File: src/rtl/can_errc_pkg.sv
package can_errc_pkg;

    typedef enum logic [0:0] {
        TX_RUN    = 1'b0,
        TX_BUSOFF = 1'b1
    } tx_state_e;

    typedef enum logic [0:0] {
        WARN_GT_LO = 1'b0,
        WARN_GE_HI = 1'b1
    } warn_mode_e;

    localparam int unsigned NUM_CNT = 2;

endpackage

File: src/rtl/errc_rx_counter.sv
module errc_rx_counter #(
    parameter int unsigned CNT_W  = 8,
    parameter int unsigned STEP_W = 4
) (
    input  logic              clk,
    input  logic              rst_n,
    input  logic              inc_i,
    input  logic              dec_i,
    input  logic [STEP_W-1:0] step_i,
    input  logic              wr_en_i,
    input  logic [CNT_W-1:0]  wdata_i,
    input  logic              clr_i,
    output logic [CNT_W-1:0]  cnt_o
);

    localparam logic [CNT_W:0] CNT_MAX = {1'b0, {CNT_W{1'b1}}};

    logic [CNT_W-1:0] cnt_q;
    logic [CNT_W-1:0] cnt_d;
    logic [CNT_W:0]   sum;
    logic [CNT_W-1:0] step_ext;

    assign step_ext = {{(CNT_W-STEP_W){1'b0}}, step_i};
    assign sum      = {1'b0, cnt_q} + {1'b0, step_ext};

    // recovery first, then software write, then strobes
    always_comb begin
        cnt_d = cnt_q;
        if (clr_i) begin
            cnt_d = '0;
        end else if (wr_en_i) begin
            cnt_d = wdata_i;
        end else if (inc_i && !dec_i) begin
            if (sum > CNT_MAX) begin
                cnt_d = CNT_MAX[CNT_W-1:0];
            end else begin
                cnt_d = sum[CNT_W-1:0];
            end
        end else if (dec_i && !inc_i) begin
            if (cnt_q < step_ext) begin
                cnt_d = '0;
            end else begin
                cnt_d = cnt_q - step_ext;
            end
        end
    end

    always_ff @(posedge clk or negedge rst_n) begin
        if (!rst_n) begin
            cnt_q <= '0;
        end else begin
            cnt_q <= cnt_d;
        end
    end

    assign cnt_o = cnt_q;

endmodule

File: src/rtl/errc_tx_fsm.sv
module errc_tx_fsm
    import can_errc_pkg::*;
#(
    parameter int unsigned CNT_W  = 8,
    parameter int unsigned STEP_W = 4
) (
    input  logic              clk,
    input  logic              rst_n,
    input  logic              inc_i,
    input  logic              dec_i,
    input  logic [STEP_W-1:0] step_i,
    input  logic              wr_en_i,
    input  logic [CNT_W-1:0]  wdata_i,
    input  logic              recov_i,
    output logic [CNT_W:0]    cnt_o,
    output logic              busoff_pulse_o,
    output logic              recov_clr_o,
    output tx_state_e         state_o
);

    localparam logic [CNT_W:0] CNT_MAX = {1'b0, {CNT_W{1'b1}}};
    localparam logic [CNT_W:0] CNT_BO  = {1'b1, {CNT_W{1'b0}}};

    tx_state_e      state_q;
    tx_state_e      state_d;
    logic [CNT_W:0] cnt_q;
    logic [CNT_W:0] cnt_d;
    logic           pulse_q;
    logic           pulse_d;
    logic           clr_d;
    logic [CNT_W:0] step_ext;
    logic [CNT_W:0] sum;

    assign step_ext = {{(CNT_W+1-STEP_W){1'b0}}, step_i};
    // in TX_RUN cnt_q <= CNT_MAX, so the sum fits CNT_W+1 bits
    assign sum      = cnt_q + step_ext;

    // next state and next count
    always_comb begin
        state_d = state_q;
        cnt_d   = cnt_q;
        pulse_d = 1'b0;
        clr_d   = 1'b0;
        unique case (state_q)
            TX_RUN: begin
                if (wr_en_i) begin
                    cnt_d = {1'b0, wdata_i};
                end else if (inc_i && !dec_i) begin
                    if (sum > CNT_MAX) begin
                        cnt_d   = CNT_BO;
                        state_d = TX_BUSOFF;
                        pulse_d = 1'b1;
                    end else begin
                        cnt_d = sum;
                    end
                end else if (dec_i && !inc_i) begin
                    if (cnt_q < step_ext) begin
                        cnt_d = '0;
                    end else begin
                        cnt_d = cnt_q - step_ext;
                    end
                end
            end
            TX_BUSOFF: begin
                if (recov_i) begin
                    cnt_d   = '0;
                    state_d = TX_RUN;
                    clr_d   = 1'b1;
                end
            end
            default: begin
                state_d = TX_RUN;
                cnt_d   = '0;
            end
        endcase
    end

    // state register
    always_ff @(posedge clk or negedge rst_n) begin
        if (!rst_n) begin
            state_q <= TX_RUN;
            cnt_q   <= '0;
            pulse_q <= 1'b0;
        end else begin
            state_q <= state_d;
            cnt_q   <= cnt_d;
            pulse_q <= pulse_d;
        end
    end

    // outputs
    always_comb begin
        cnt_o          = cnt_q;
        busoff_pulse_o = pulse_q;
        recov_clr_o    = clr_d;
        state_o        = state_q;
    end

endmodule

File: src/rtl/errc_warn_cmp.sv
module errc_warn_cmp
    import can_errc_pkg::*;
#(
    parameter int unsigned W     = 9,
    parameter int unsigned LO_TH = 96,
    parameter int unsigned HI_TH = 128
) (
    input  logic [W-1:0] cnt_i,
    input  warn_mode_e   mode_i,
    output logic         over_o
);

    localparam logic [W-1:0] LO_V = W'(LO_TH);
    localparam logic [W-1:0] HI_V = W'(HI_TH);

    always_comb begin
        unique case (mode_i)
            WARN_GT_LO: over_o = (cnt_i >  LO_V);
            WARN_GE_HI: over_o = (cnt_i >= HI_V);
            default:    over_o = 1'b0;
        endcase
    end

endmodule

File: src/rtl/can_err_warn.sv
module can_err_warn
    import can_errc_pkg::*;
#(
    parameter int unsigned CNT_W = 8,
    parameter int unsigned STEP_W = 4,
    parameter int unsigned LO_TH = 96,
    parameter int unsigned HI_TH = 128
) (
    input  logic              clk,
    input  logic              rst_n,
    input  logic              tx_inc_i,
    input  logic              tx_dec_i,
    input  logic [STEP_W-1:0] tx_step_i,
    input  logic              rx_inc_i,
    input  logic              rx_dec_i,
    input  logic [STEP_W-1:0] rx_step_i,
    input  logic              init_i,
    input  logic              tx_wr_i,
    input  logic [CNT_W-1:0]  tx_wdata_i,
    input  logic              rx_wr_i,
    input  logic [CNT_W-1:0]  rx_wdata_i,
    input  logic              warn_sel_i,
    input  logic              recov_i,
    output logic [CNT_W:0]    tx_cnt_o,
    output logic [CNT_W-1:0]  rx_cnt_o,
    output logic              warn_o,
    output logic              busoff_o
);

    localparam int unsigned CMP_W = CNT_W + 1;

    logic                 recov_clr;
    tx_state_e            tx_state;
    logic [CNT_W:0]       tx_cnt;
    logic [CNT_W-1:0]     rx_cnt;
    logic [NUM_CNT-1:0]   over;
    logic [CMP_W-1:0]     cmp_in [NUM_CNT];
    warn_mode_e           mode;

    assign mode = warn_mode_e'(warn_sel_i);

    errc_tx_fsm #(
        .CNT_W  (CNT_W),
        .STEP_W (STEP_W)
    ) u_tx (
        .clk            (clk),
        .rst_n          (rst_n),
        .inc_i          (tx_inc_i),
        .dec_i          (tx_dec_i),
        .step_i         (tx_step_i),
        .wr_en_i        (init_i && tx_wr_i),
        .wdata_i        (tx_wdata_i),
        .recov_i        (recov_i),
        .cnt_o          (tx_cnt),
        .busoff_pulse_o (busoff_o),
        .recov_clr_o    (recov_clr),
        .state_o        (tx_state)
    );

    errc_rx_counter #(
        .CNT_W  (CNT_W),
        .STEP_W (STEP_W)
    ) u_rx (
        .clk     (clk),
        .rst_n   (rst_n),
        .inc_i   (rx_inc_i),
        .dec_i   (rx_dec_i),
        .step_i  (rx_step_i),
        .wr_en_i (init_i && rx_wr_i),
        .wdata_i (rx_wdata_i),
        .clr_i   (recov_clr),
        .cnt_o   (rx_cnt)
    );

    assign cmp_in[0] = tx_cnt;
    assign cmp_in[1] = {1'b0, rx_cnt};

    for (genvar g = 0; g < NUM_CNT; g++) begin : g_cmp
        errc_warn_cmp #(
            .W     (CMP_W),
            .LO_TH (LO_TH),
            .HI_TH (HI_TH)
        ) u_cmp (
            .cnt_i  (cmp_in[g]),
            .mode_i (mode),
            .over_o (over[g])
        );
    end

    assign warn_o   = |over;
    assign tx_cnt_o = tx_cnt;
    assign rx_cnt_o = rx_cnt;

endmodule

File: config.mk
export PLATFORM = sky130hd
export DESIGN_NAME = can_err_warn
export DESIGN_NICKNAME = d
export VERILOG_FILES = /design/src/rtl/can_errc_pkg.sv /design/src/rtl/errc_rx_counter.sv /design/src/rtl/errc_tx_fsm.sv /design/src/rtl/errc_warn_cmp.sv /design/src/rtl/can_err_warn.sv
export SDC_FILE = /design/constraint.sdc
export NUM_CORES = 1
export LEC_CHECK = 0
export BUFFER_PORTS_ARGS = -buffer_cell sky130_fd_sc_hd__buf_4
export CAP_MARGIN = 20
export CORE_MARGIN = 5
export CORE_UTILIZATION = 29
export DETAILED_ROUTE_END_ITERATION = 8
export GPL_TIMING_DRIVEN = 0
export HOLD_SLACK_MARGIN = 0.03
export SLEW_MARGIN = 30
export SYNTH_ARGS = -nofsm -noshare
export SYNTH_HDL_FRONTEND = slang
export SYNTH_SLANG_ARGS = --single-unit
File: constraint.sdc
create_clock -name clk -period 4.94 [get_ports clk]
set_input_delay 0.494 -clock clk [delete_from_list [all_inputs] [get_ports clk]]
set_output_delay 0.494 -clock clk [all_outputs]
set_load 0.02 [all_outputs]
# Word-level counts from Yosys, hierarchy flattened
# Cells that the tools add are included.
# Widths: inputs -> output; s select.
# word_totals
ff_bits,19
output_inout_bits,19
elab_cells,56
# classes
add_sub_neg,4
n_lt_le_gt_ge,8
eq_ne,2
mux,23
bitwise_logic,2
n_reduce_logical,13
# ops
op,n
$mux 9,6
$mux 8,6
$gt 9x8->1 const B,2
$pmux 9 s2,1
$add 8x4->9,1
$add 9x4->9,1
$ge 9x8->1 const B,1
$gt 9x7->1 const B,1
$lt 9x4->1,1
$sub 9x4->9,1
$ge 8x8->1 const B,1
$gt 8x7->1 const B,1
$lt 8x4->1,1
$sub 8x4->8,1
$mux 1,7
$logic_and 1x1->1,6
$pmux 1 s2,3
$logic_not 1->1,4
$ne 4x1->1 const B,1
$reduce_bool 4->1,1
$ne 2x2->1 const B,1
$not 1->1,2
$reduce_and 2->1,1
$reduce_or 2->1,1

# Depth between registers and ports, before layout
# Gate-level depths: netlist (run 1).
# depth
word_depth,6
mapped_depth,9
depth_no_buf,9

# Hierarchy
# A second synthesis (run 1) with hierarchy kept.
# unflattened
hier_cells,278
hier_area_um2,2235.9
# modules_own_cells
mod,instances,cells_per_inst,area_per_inst_um2,seq_area_each_um2
errc_tx_fsm,1,134,1093.5,275.3
errc_rx_counter,1,130,1047.3,200.2
errc_warn_cmp,2,5,36.3,0.0
can_err_warn,1,4,22.5,0.0

# Least setup slack after synthesis (run 1)
# Ideal clock, no wire load.
# synth_path
kind,register to register
from,"reg u_tx.cnt_q[0], in the netlist u_tx.cnt_o[0]"
to,"reg u_tx.cnt_q[3], in the netlist u_tx.cnt_o[3]"
setup_ps,95
t_arrival_ps,2189
path_slack_ps,2655
path_stages_with_launch,9
n_path_buf,0
period_less_slack_ps,2285
path_cell_list,dfrtp_1 > ha_1 > inv_1 > fa_1 > nor3_1 > o311a_4 > mux2i_4 > nand3_1 > o31ai_1
# synth_via
elab_chain_cells,6
# synth_lines
element,line,rtl
"start, declared",errc_tx_fsm.sv:26,logic [CNT_W:0] cnt_q;
"start signal, assigned",errc_tx_fsm.sv:86,cnt_q <= cnt_d;
$add 9x4->9 (tied with other cells),errc_tx_fsm.sv:36,assign sum = cnt_q + step_ext;
$gt 9x8->1 / $mux 9 (equally long branches),"errc_tx_fsm.sv:49, errc_tx_fsm.sv:57",
"$mux 9, on equally long branches","errc_tx_fsm.sv:49, errc_tx_fsm.sv:56",
$mux 9 *,errc_tx_fsm.sv:48,end else if (inc_i && !dec_i) begin
$mux 9 *,errc_tx_fsm.sv:46,if (wr_en_i) begin
$pmux 9 s2 *,errc_tx_fsm.sv:44,unique case (state_q)
# Every way passes the cells marked *; elsewhere a longest branch is shown, timed or not. The select of a mux whose other input is x is not followed.
# A chain may end at the register's enable or synchronous reset.

# Worst setup path in the final report (run 1)
# layout_path
from,"reg u_tx.cnt_q[4], in the netlist u_tx.cnt_o[4]"
to,out warn_o
# layout_via
elab_chain_cells,3
# layout_lines
element,line,rtl
$ge 9x8->1 / $gt 9x7->1 (equally long branches),"errc_warn_cmp.sv:19, errc_warn_cmp.sv:18",
$pmux 1 s2 *,errc_warn_cmp.sv:17,unique case (mode_i)
$reduce_or 2->1 *,can_err_warn.sv:90,assign warn_o = |over;
"end, declared",can_err_warn.sv:26,"output logic warn_o,"
# Every way passes the cells marked *; elsewhere a longest branch is shown, timed or not.

==> run_results.csv, run 1 <==
group,metric,value,unit
outcome,status,"completed",
place,pre_cts_ws,2.34,ns
global_routing,grt_overflow_total,0,
cells_and_area,area_growth,25.3,%
power_and_ir_drop,p_switching,670,uW
cells_and_area,seqCellArea,475,um^2
route,post_drt_wl_per_cell,16.4,um
route,drt-total-wl,7.13,mm
setup_path,crit_buf_inv,2,
route,drc,0,
power_and_ir_drop,p_sw_frac,0.504,
clocking,path_clk_slew,0.07,ns
sta,slew_headroom,0.509,
global_routing,grt_pass1_vias,2361,
synth,syn_area_per_cell,8.13,um^2
clocking,clock-sinks,19,
synth,synth_top_area_share,0.211,
setup_path,path_max_fanout,8,
clocking,cts_root_buf,"clkbuf_8",
setup_path,path_cells,"buf_2, or3_1, o311a_1, a31oi_1, o21ai_0, buf_4",
die,core,7650,um^2
synth,syn_inst,277,
setup_path,critPathArrivalTime,2.00,ns
synth,synth_cell_types,64,
die,boundaryPins,54,
sta,fmax,0.402,GHz
sta,hold_viol_final,0,
route,vias_per_cell,5.44,
power_and_ir_drop,peakVddDrop,0.000156,V
clocking,htreeDepth,1,
power_and_ir_drop,p_int,660,uW
cells_and_area,layout-drive-gt1-share,0.204,
cells_and_area,fin_nets,391,
power_and_ir_drop,power_frac_clock,0.082,
global_routing,grt_pass1_wl,11.9,mm
synth,syn-cell-area,2250,um^2
die,start_util,0.295,
cells_and_area,multi_input_comb_area,1620,um^2
synth,synth_edf_count,0,
sta,skew,0.00564,ns
clocking,ctsResizeCount,0,
global_routing,antenna_found_initial,0,
setup_path,setup.worst_path.end_class,"primary output",
setup_path,required,4.45,ns
die,dieArea,9630,um^2
synth,ys_seq_elements,19,
power_and_ir_drop,p_leak,0.00124,uW
synth,ys_seq_area_frac,0.211,
cells_and_area,antennaDiodeCount,0,
min_path,hold_path_class,"input port to async pin",
synth,synth_nets,333,
setup_path,path_class,"flop to primary output",
sta,hold_ws,0.101,ns
route,antenna_left,0,
cells_and_area,final_cell_mix,"buf_4, inv_1, nor2_1, dfrtp_1, ha_1",
sta,worst_slew_pin_slew,0.730,ns
sta,drv_slew,0,
sta,fin_ws,2.45,ns
sta,setup_tns,0,ns
sta,fin_crit_sh,0.504,
cells_and_area,final_common_cell,"buf_4",
cells_and_area,fillCellCount,793,
place,dp_hpwl,5.71,mm
place,place.gp.congestion,0.854,
clocking,clock_path_buffers,2,
route,drt_pass1_iterations,4,
setup_path,start_kind,"flop",
die,die_width,98.1,um
power_and_ir_drop,power_frac_seq,0.230,
clocking,cts_tree,"yes",
die,rows,32,
run,maxCapViolCount,0,
power_and_ir_drop,power_density,471,nW/um^2
synth,yosys.area.top_type,"dfrtp_1",
sta,setup_violations,0,
route,drt_iter0_markers,188,
setup_path,crit_path_max_incr_delay,0.38,ns
route,vias,2372,
global_routing,grt_max_degree,20,
clocking,insertion_delay,0.26,ns
clocking,cts_inserted_buffers,3,
synth,yosys_warnings,0,
synth,synth.area.top_cells,"dfrtp_1, ha_1, inv_1",
place,io_buffer_count,53,
synth,postSynth.asyncResetShare,1.00,
cells_and_area,final_util,0.369,
sta,period_minus_slack,2.49,ns
setup_path,crit_family,"compound AO/OA/AOI/OAI gates",
setup_path,crit_slowest_cell,"dfrtp_1",
global_routing,grt_usage,0.146,
synth,yosys_most_used_dff,"dfrtp_1",
die,die_y,98.1,um
clocking,postCtsSetupRepairBufs,0,
sta,rsz0062_at_grt,"false",
power_and_ir_drop,pwr-share-comb,0.688,
clocking,hold_buffers,0,
==> per-stage QoR <==
step	std cells	total power (uW)	area, um^2
detailed placement	432	1220	2780
CTS	436	1330	2820
global route	436	1450	2820
global placement	432	1200	2780
finish	436	1330	2820
floorplan	277	919	2250
==> flip-flops by register name, indices dropped and copies added, names as in the netlist <==
name / count
u_tx.cnt_o: 9
u_tx.state_o: 1
u_tx.busoff_pulse_o: 1
u_rx.cnt_o: 8
==> layer usage <==
layer  GRT usage  wire length (um)  vias up
met1       0.217              3560     1123
met3      0.0343               439        6
li1            -                 -     1166
met5           0                 0        -
met4      0.0202                55        0
met2       0.219              3080       77
==> final cells by class <==
cell class	count	share of cell area
buffer	16	0.0235
clock buffer	4	0.0160
inverter	23	0.0306
multi-input combinational	219	0.575
sequential	19	0.168
tap	102	0.0452
timing repair buffer	53	0.141
==> power by group through the flow <==
stage | registers, uW | logic [uW] | clock network (uW)
floorplan | 350 | 570 | 0
global placement | 305 | 897 | 0
detailed placement | 306 | 914 | 0
CTS | 304 | 916 | 112
global route | 317 | 1010 | 121
finish | 305 | 915 | 109
==> synth_stat cells (all sizes together) (7+ instances only) <==
cell     n
a21oi   13
clkbuf  12
a22oi    7
ha      17
dfrtp   19
inv     23
nand2   14
nor3    11
nor2b    7
nor2    19
o21ai   12
==> cell families after synthesis <==
group,after synthesis,synth area share
adders and majority gates,21,0.130
muxes,2,0.0144
and+or+nand+nor,92,0.221
xor gates and xnor gates,6,0.0233
AOI/OAI and AO/OA,98,0.333
buffers and inverters,39,0.0678
DFF,19,0.211
==> path summary, 6_finish.rpt <==
check,cells past startpoint,to,start,slack [ns]
hold reg to reg,2,u_tx.state_o,u_tx.state_o,0.62
hold / removal,1,u_rx.cnt_o[5],rst_n,0.10
max in group asynchronous,1,u_rx.cnt_o[7],rst_n,4.63
setup reg to reg,8,u_tx.cnt_o[6],u_tx.cnt_o[0],2.49
min in group clk,2,u_rx.cnt_o[0],rx_wdata_i[0],0.46
setup / recovery,6,warn_o,u_tx.cnt_o[4],2.45
(Power assumes the default switching activity.)
==> run 2, diff against run 1 <==
Clock period 4.94 ns to 2.2 ns, I/O delays scaled along.
==> run 2 against run 1 <==
The flow now finishes with violations (setup timing); global-route usage about the same; flip-flop and latch count unchanged; critical path depth up 2; sequential power up 140%; power up 140%; cell area up 7.6%; setup slack worse by 2.5 ns; non-clock buffer count up 8; hold slack better by 0.084 ns; critical path type is now flop to flop; critical endpoint is now u_tx.cnt_o[5]; largest cell class unchanged.
==> run_results.csv, run 2 (same netlist as run 1, synthesis figures left out) <==
group,metric,value,unit
outcome,status,"finished with violations",
outcome,violations,"setup timing",
route,vias_per_cell,5.52,
cells_and_area,antennaDiodeCount,0,
setup_path,path_cells,"ha_4, inv_2, fa_2, nor3_4, o311a_4, mux2i_4, nand3_4, o31ai_4",
setup_path,path_class,"flop to flop",
sta,worst_slew_pin_slew,0.670,ns
clocking,cts_tree,"yes",
die,core,7650,um^2
power_and_ir_drop,totalPowerFinal,3210,uW
route,antenna_left,0,
place,place_area,2790,um^2
clocking,cts_root_buf,"clkbuf_8",
min_path,hold_depth,2,
setup_path,reg2regPathDepth,8,
power_and_ir_drop,p_leak,0.00129,uW
place,pre_cts_ws,-0.166,ns
power_and_ir_drop,peakVddDrop,0.000315,V
global_routing,antenna_found_initial,0,
route,post_drt_wl_per_cell,16.6,um
sta,fin_crit_sh,1.01,
route,drt-total-wl,7.35,mm
route,drt_iter0_markers,227,
sta,rsz0062_at_grt,"true",
cells_and_area,finalInstanceArea,3040,um^2
global_routing,grt_pass1_wl,11.8,mm
cells_and_area,fillCellCount,811,
setup_path,setup.worst_path.end_class,"flop",
global_routing,grt_max_degree,20,
sta,hold_viol_final,0,
cells_and_area,multi_input_comb_area,1760,um^2
place,dp_hpwl,5.51,mm
global_routing,grt_overflow_total,0,
die,boundaryPins,54,
run,maxCapViolCount,0,
die,die_y,98.1,um
route,drt_pass1_iterations,4,
power_and_ir_drop,power_density,1060,nW/um^2
setup_path,path_max_fanout,5,
global_routing,grt_pass1_vias,2323,
clocking,path_clk_slew,0.08,ns
cells_and_area,fin_nets,399,
setup_path,crit_path_max_incr_delay,0.43,ns
clocking,cts_inserted_buffers,3,
cells_and_area,layout-drive-gt1-share,0.298,
clocking,htreeDepth,1,
cells_and_area,seqCellArea,482,um^2
sta,setup_tns,-0.0326,ns
setup_path,start_kind,"flop",
setup_path,required,2.37,ns
cells_and_area,largest_reg_flops,9,
min_path,hold_path_class,"input port to flop",
cells_and_area,final_common_cell,"buf_4",
sta,setup_violations,3,
cells_and_area,area_growth,34.8,%
die,dieArea,9630,um^2
place,io_buffer_count,53,
place,place.gp.congestion,0.883,
sta,skew,0.00125,ns
clocking,clock-sinks,19,
sta,fmax,0.451,GHz
die,die_width,98.1,um
die,start_util,0.295,
sta,period_minus_slack,2.21,ns
setup_path,crit_slowest_cell,"dfrtp_2",
clocking,insertion_delay,0.26,ns
sta,slew_headroom,0.551,
route,vias,2451,
die,rows,32,
cells_and_area,final_util,0.397,
global_routing,grt_usage,0.146,
cells_and_area,final_cell_mix,"buf_4, inv_1, nor2_1",
sta,fin_ws,-0.0150,ns
setup_path,critPathArrivalTime,2.39,ns
sta,drv_slew,0,
clocking,clock_path_buffers,2,
route,drc,0,
==> run 2: cell types whose count changed in the layout (fill, tap and decap cells not counted), moves of 2 or more <==
cell and change:
ha_4 +2, dfrtp_2 +5, dfrtp_1 -5, o31ai_2 +2, o31ai_1 -3, buf_4 +8, nor3_1 -2, fa_2 +4
ha_1 -3, nor3_4 +2, fa_1 -4, a21boi_2 +2, buf_2 -2
==> run 2: layer usage <==
metal / wire length (um) / global-route usage
met1: 3420 / 0.217
met2: 3270 / 0.219
met3: 616 / 0.0421
met4: 43 / 0.0106
met5: 0 / 0
==> run 2: layout make-up <==
cell class,count,area share
buffer,14,0.0198
multi-input combinational,219,0.578
sequential,19,0.159
clock buffer,4,0.0148
timing repair buffer,63,0.158
inverter,23,0.0284
tap,102,0.0420
==> run 2: repair_timing <==
item                       in CTS  in global routing
cloned                          0                  0
setup endpoints to repair      12                 20
hold endpoints to repair       19                  0
resized for setup              12                 20
pin swaps                       5                  6
buffers inserted                7                  2
hold buffers                    1                  0
==> run 2: where the power goes <==
group | leakage [uW] | internal (uW) | switching [uW]
registers | 0.000231 | 483 | 260
logic | 0.00104 | 985 | 1230
clock network | 0.0000228 | 129 | 128
total | 0.00129 | 1600 | 1620
==> run 2: worst paths after layout <==
kind                       slack (ns)          start            end
max in group asynchronous        1.59          rst_n  u_rx.cnt_o[2]
min reg2reg                      0.60  u_rx.cnt_o[2]  u_rx.cnt_o[2]
max reg2reg                     -0.01  u_tx.cnt_o[0]  u_tx.cnt_o[5]
min                              0.19  rx_wdata_i[1]  u_rx.cnt_o[1]
max                             -0.01  u_tx.cnt_o[0]  u_tx.cnt_o[5]
min in group asynchronous        0.38          rst_n  u_tx.cnt_o[2]
==> run 2: critical path: cells and delay by family (launching register included) <==
family	cells	cell delay [ns]
buffers and inverters	1	0.03
AOI/OAI and AO/OA	2	0.48
adders and majority gates	2	0.51
and+or+nand+nor	2	0.37
muxes	1	0.31
DFF	1	0.43
==> run 2: through the flow <==
| step | std cells | hold slack [ns] |
|---|---|---|
| global route | 444 | 0.182 |
| floorplan | 277 | -0.0756 |
| detailed placement | 432 | 0.121 |
| finish | 444 | 0.185 |
| global placement | 432 | 0.119 |
| CTS | 444 | 0.183 |
==> run 3, diff against run 2 <==
Settings changed: CORE_ASPECT_RATIO from default to 0.8.
==> run 3 against run 2 <==
The run still ends with setup timing left; maximum frequency is 2.2% lower; combinational power is 3% higher; clock skew is 0.013 ns higher; global-route usage is 0.61 points higher; via count is 3.5% higher; critical path type unchanged; critical endpoint is now u_tx.cnt_o[6]; first-iteration DRC count is 26% lower; cell area is 0.21% higher; clock power is 4% higher; flip-flop and latch count stayed put; hold slack worse by 0.012 ns; critical path depth stayed put.
==> run_results.csv, run 3 (same netlist as run 1, synthesis figures left out) <==
group,metric,value,unit
setup_path,critPathArrivalTime,2.43,ns
setup_path,setup.worst_path.end_class,"flop",
global_routing,grt_max_degree,20,
die,die_width,109,um
route,drt_iter0_markers,169,
setup_path,path_max_fanout,5,
cells_and_area,layout-drive-gt1-share,0.304,
min_path,worstHoldEndpoint,"u_tx.cnt_o[5]",
place,dp_hpwl,5.66,mm
global_routing,grt_pass1_vias,2320,
route,vias,2537,
power_and_ir_drop,p_switching,1630,uW
cells_and_area,area_growth,35.1,%
cells_and_area,finalInstanceArea,3040,um^2
place,io_buffer_count,53,
sta,skew,0.0138,ns
route,antenna_left,0,
min_path,hold_depth,3,
route,drt-total-wl,7.58,mm
cells_and_area,fin_nets,402,
die,start_util,0.300,
outcome,status,"finished with violations",
die,boundaryPins,54,
die,die_y,88.8,um
global_routing,gr-usage-met1,0.225,
sta,fin_ws,-0.0649,ns
clocking,cts_root_buf,"clkbuf_8",
global_routing,grt_pass1_wl,11.8,mm
setup_path,crit_path_max_incr_delay,0.41,ns
power_and_ir_drop,power_frac_clock,0.082,
setup_path,reg2regPathDepth,8,
setup_path,crit_slowest_cell,"dfrtp_2",
die,core,7500,um^2
cells_and_area,largest_reg_flops,9,
sta,fin_crit_sh,1.03,
place,place_area,2790,um^2
setup_path,start_kind,"flop",
route,post_drt_wl_per_cell,16.8,um
sta,worst_slew_pin_slew,0.763,ns
global_routing,grt_use_met3,0.0401,
route,vias_per_cell,5.64,
setup_path,crit_family,"compound AO/OA/AOI/OAI gates",
setup_path,crit_cells,8,
global_routing,globalRoute.busiestLayer,"met1",
sta,fmax,0.442,GHz
global_routing,grt.met2_usage,0.220,
clocking,htreeDepth,1,
clocking,cts_tree,"yes",
die,dieArea,9640,um^2
power_and_ir_drop,pwr-share-comb,0.699,
setup_path,crit_buf_inv,1,
power_and_ir_drop,power_frac_seq,0.219,
clocking,clock_path_buffers,2,
setup_path,r2r_slack,-0.06,ns
global_routing,grt_usage,0.152,
cells_and_area,antennaDiodeCount,0,
route,drt_pass1_iterations,5,
sta,slew_headroom,0.488,
global_routing,antenna_found_initial,0,
sta,period_minus_slack,2.26,ns
power_and_ir_drop,p_int,1620,uW
setup_path,required,2.37,ns
clocking,path_clk_slew,0.09,ns
sta,setup_violations,3,
setup_path,timing.rr.end,"u_tx.cnt_o[6]",
min_path,holdCritStartpoint,"tx_wdata_i[5]",
setup_path,path_class,"flop to flop",
place,place.gp.congestion,0.831,
power_and_ir_drop,p_sw_frac,0.502,
die,rows,28,
min_path,hold_path_class,"input port to flop",
power_and_ir_drop,peakVddDrop,0.000267,V
route,drc,0,
run,maxCapViolCount,0,
sta,rsz0062_at_grt,"true",
global_routing,grt_overflow_total,0,
setup_path,path_cells,"ha_4, inv_2, fa_2, nor3_4, o311a_4, mux2i_4, nand3_4, o311ai_4",
sta,setup_tns,-0.151,ns
power_and_ir_drop,power_density,1070,nW/um^2
power_and_ir_drop,p_leak,0.00131,uW
setup_path,rr_startpoint,"u_tx.cnt_o[0]",
clocking,clock-sinks,19,
cells_and_area,final_util,0.406,
cells_and_area,final_common_cell,"buf_4",
clocking,insertion_delay,0.27,ns
clocking,cts_inserted_buffers,3,
sta,drv_slew,0,
cells_and_area,fillCellCount,778,
cells_and_area,final_cell_mix,"buf_4, inv_1, nor2_1",
sta,hold_viol_final,0,
outcome,violations,"setup timing",
[run 3: per-stage QoR]
step           total power [uW]  cells  hold WS (ns)  worst slack (ns)
6_report                   3250    450         0.174           -0.0649
3_5_place_dp               2720    435         0.126            -0.214
3_3_place_gp               2700    435         0.117            -0.211
4_1_cts                    3080    445         0.170           -0.0314
2_1_floorplan              2070    277       -0.0756            0.0608
5_1_grt                    3490    450         0.185            -0.152
[run 3: final cells by class]
type / count / area (um^2) / area share
Multi-Input combinational cell: 219 / 1740 / 0.572
Timing Repair Buffer: 65 / 494 / 0.162
Sequential cell: 19 / 482 / 0.158
Tap cell: 105 / 131 / 0.0432
Inverter: 23 / 86.3 / 0.0284
Buffer: 15 / 63.8 / 0.0210
Clock buffer: 4 / 45.0 / 0.0148
[run 3: worst max path at each step]
stage / end / slack, ns / startpoint
global route: u_tx.cnt_o[6] / -0.15 / u_tx.cnt_o[0]
detailed placement: u_tx.cnt_o[6] / -0.21 / u_tx.cnt_o[0]
floorplan: u_tx.cnt_o[3] / 0.06 / u_tx.cnt_o[0]
finish: u_tx.cnt_o[6] / -0.06 / u_tx.cnt_o[0]
CTS: u_tx.cnt_o[6] / -0.03 / u_tx.cnt_o[0]
global placement: u_tx.cnt_o[6] / -0.21 / u_tx.cnt_o[0]
[run 3: timing repair]
action	in CTS	in global routing
hold buffers	1	0
buffers inserted	5	6
gates resized for setup	7	26
pin swaps	5	12
endpoints found under the setup margin	11	19
endpoints found under the hold margin	19	0
[run 3: routing by layer]
| layer | wire length (um) | vias to the layer above |
|---|---|---|
| met5 | 0 | - |
| met4 | 74 | 0 |
| met3 | 725 | 8 |
| met2 | 3270 | 117 |
| met1 | 3510 | 1222 |
| li1 | - | 1190 |
[run 3: worst min-delay path, cell delays in order]
cell and delay (ns):
buf_4 0.08, a22oi_1 0.06, o31ai_2 0.06
[run 3: power by group through the flow]
stage | Sequential [uW] | Clock, uW | Combinational [uW]
after detailed placement | 688 | 0 | 2040
final | 713 | 267 | 2270
after floorplan | 788 | 0 | 1290
after global routing | 740 | 281 | 2470
after global placement | 685 | 0 | 2010
after CTS | 675 | 273 | 2130
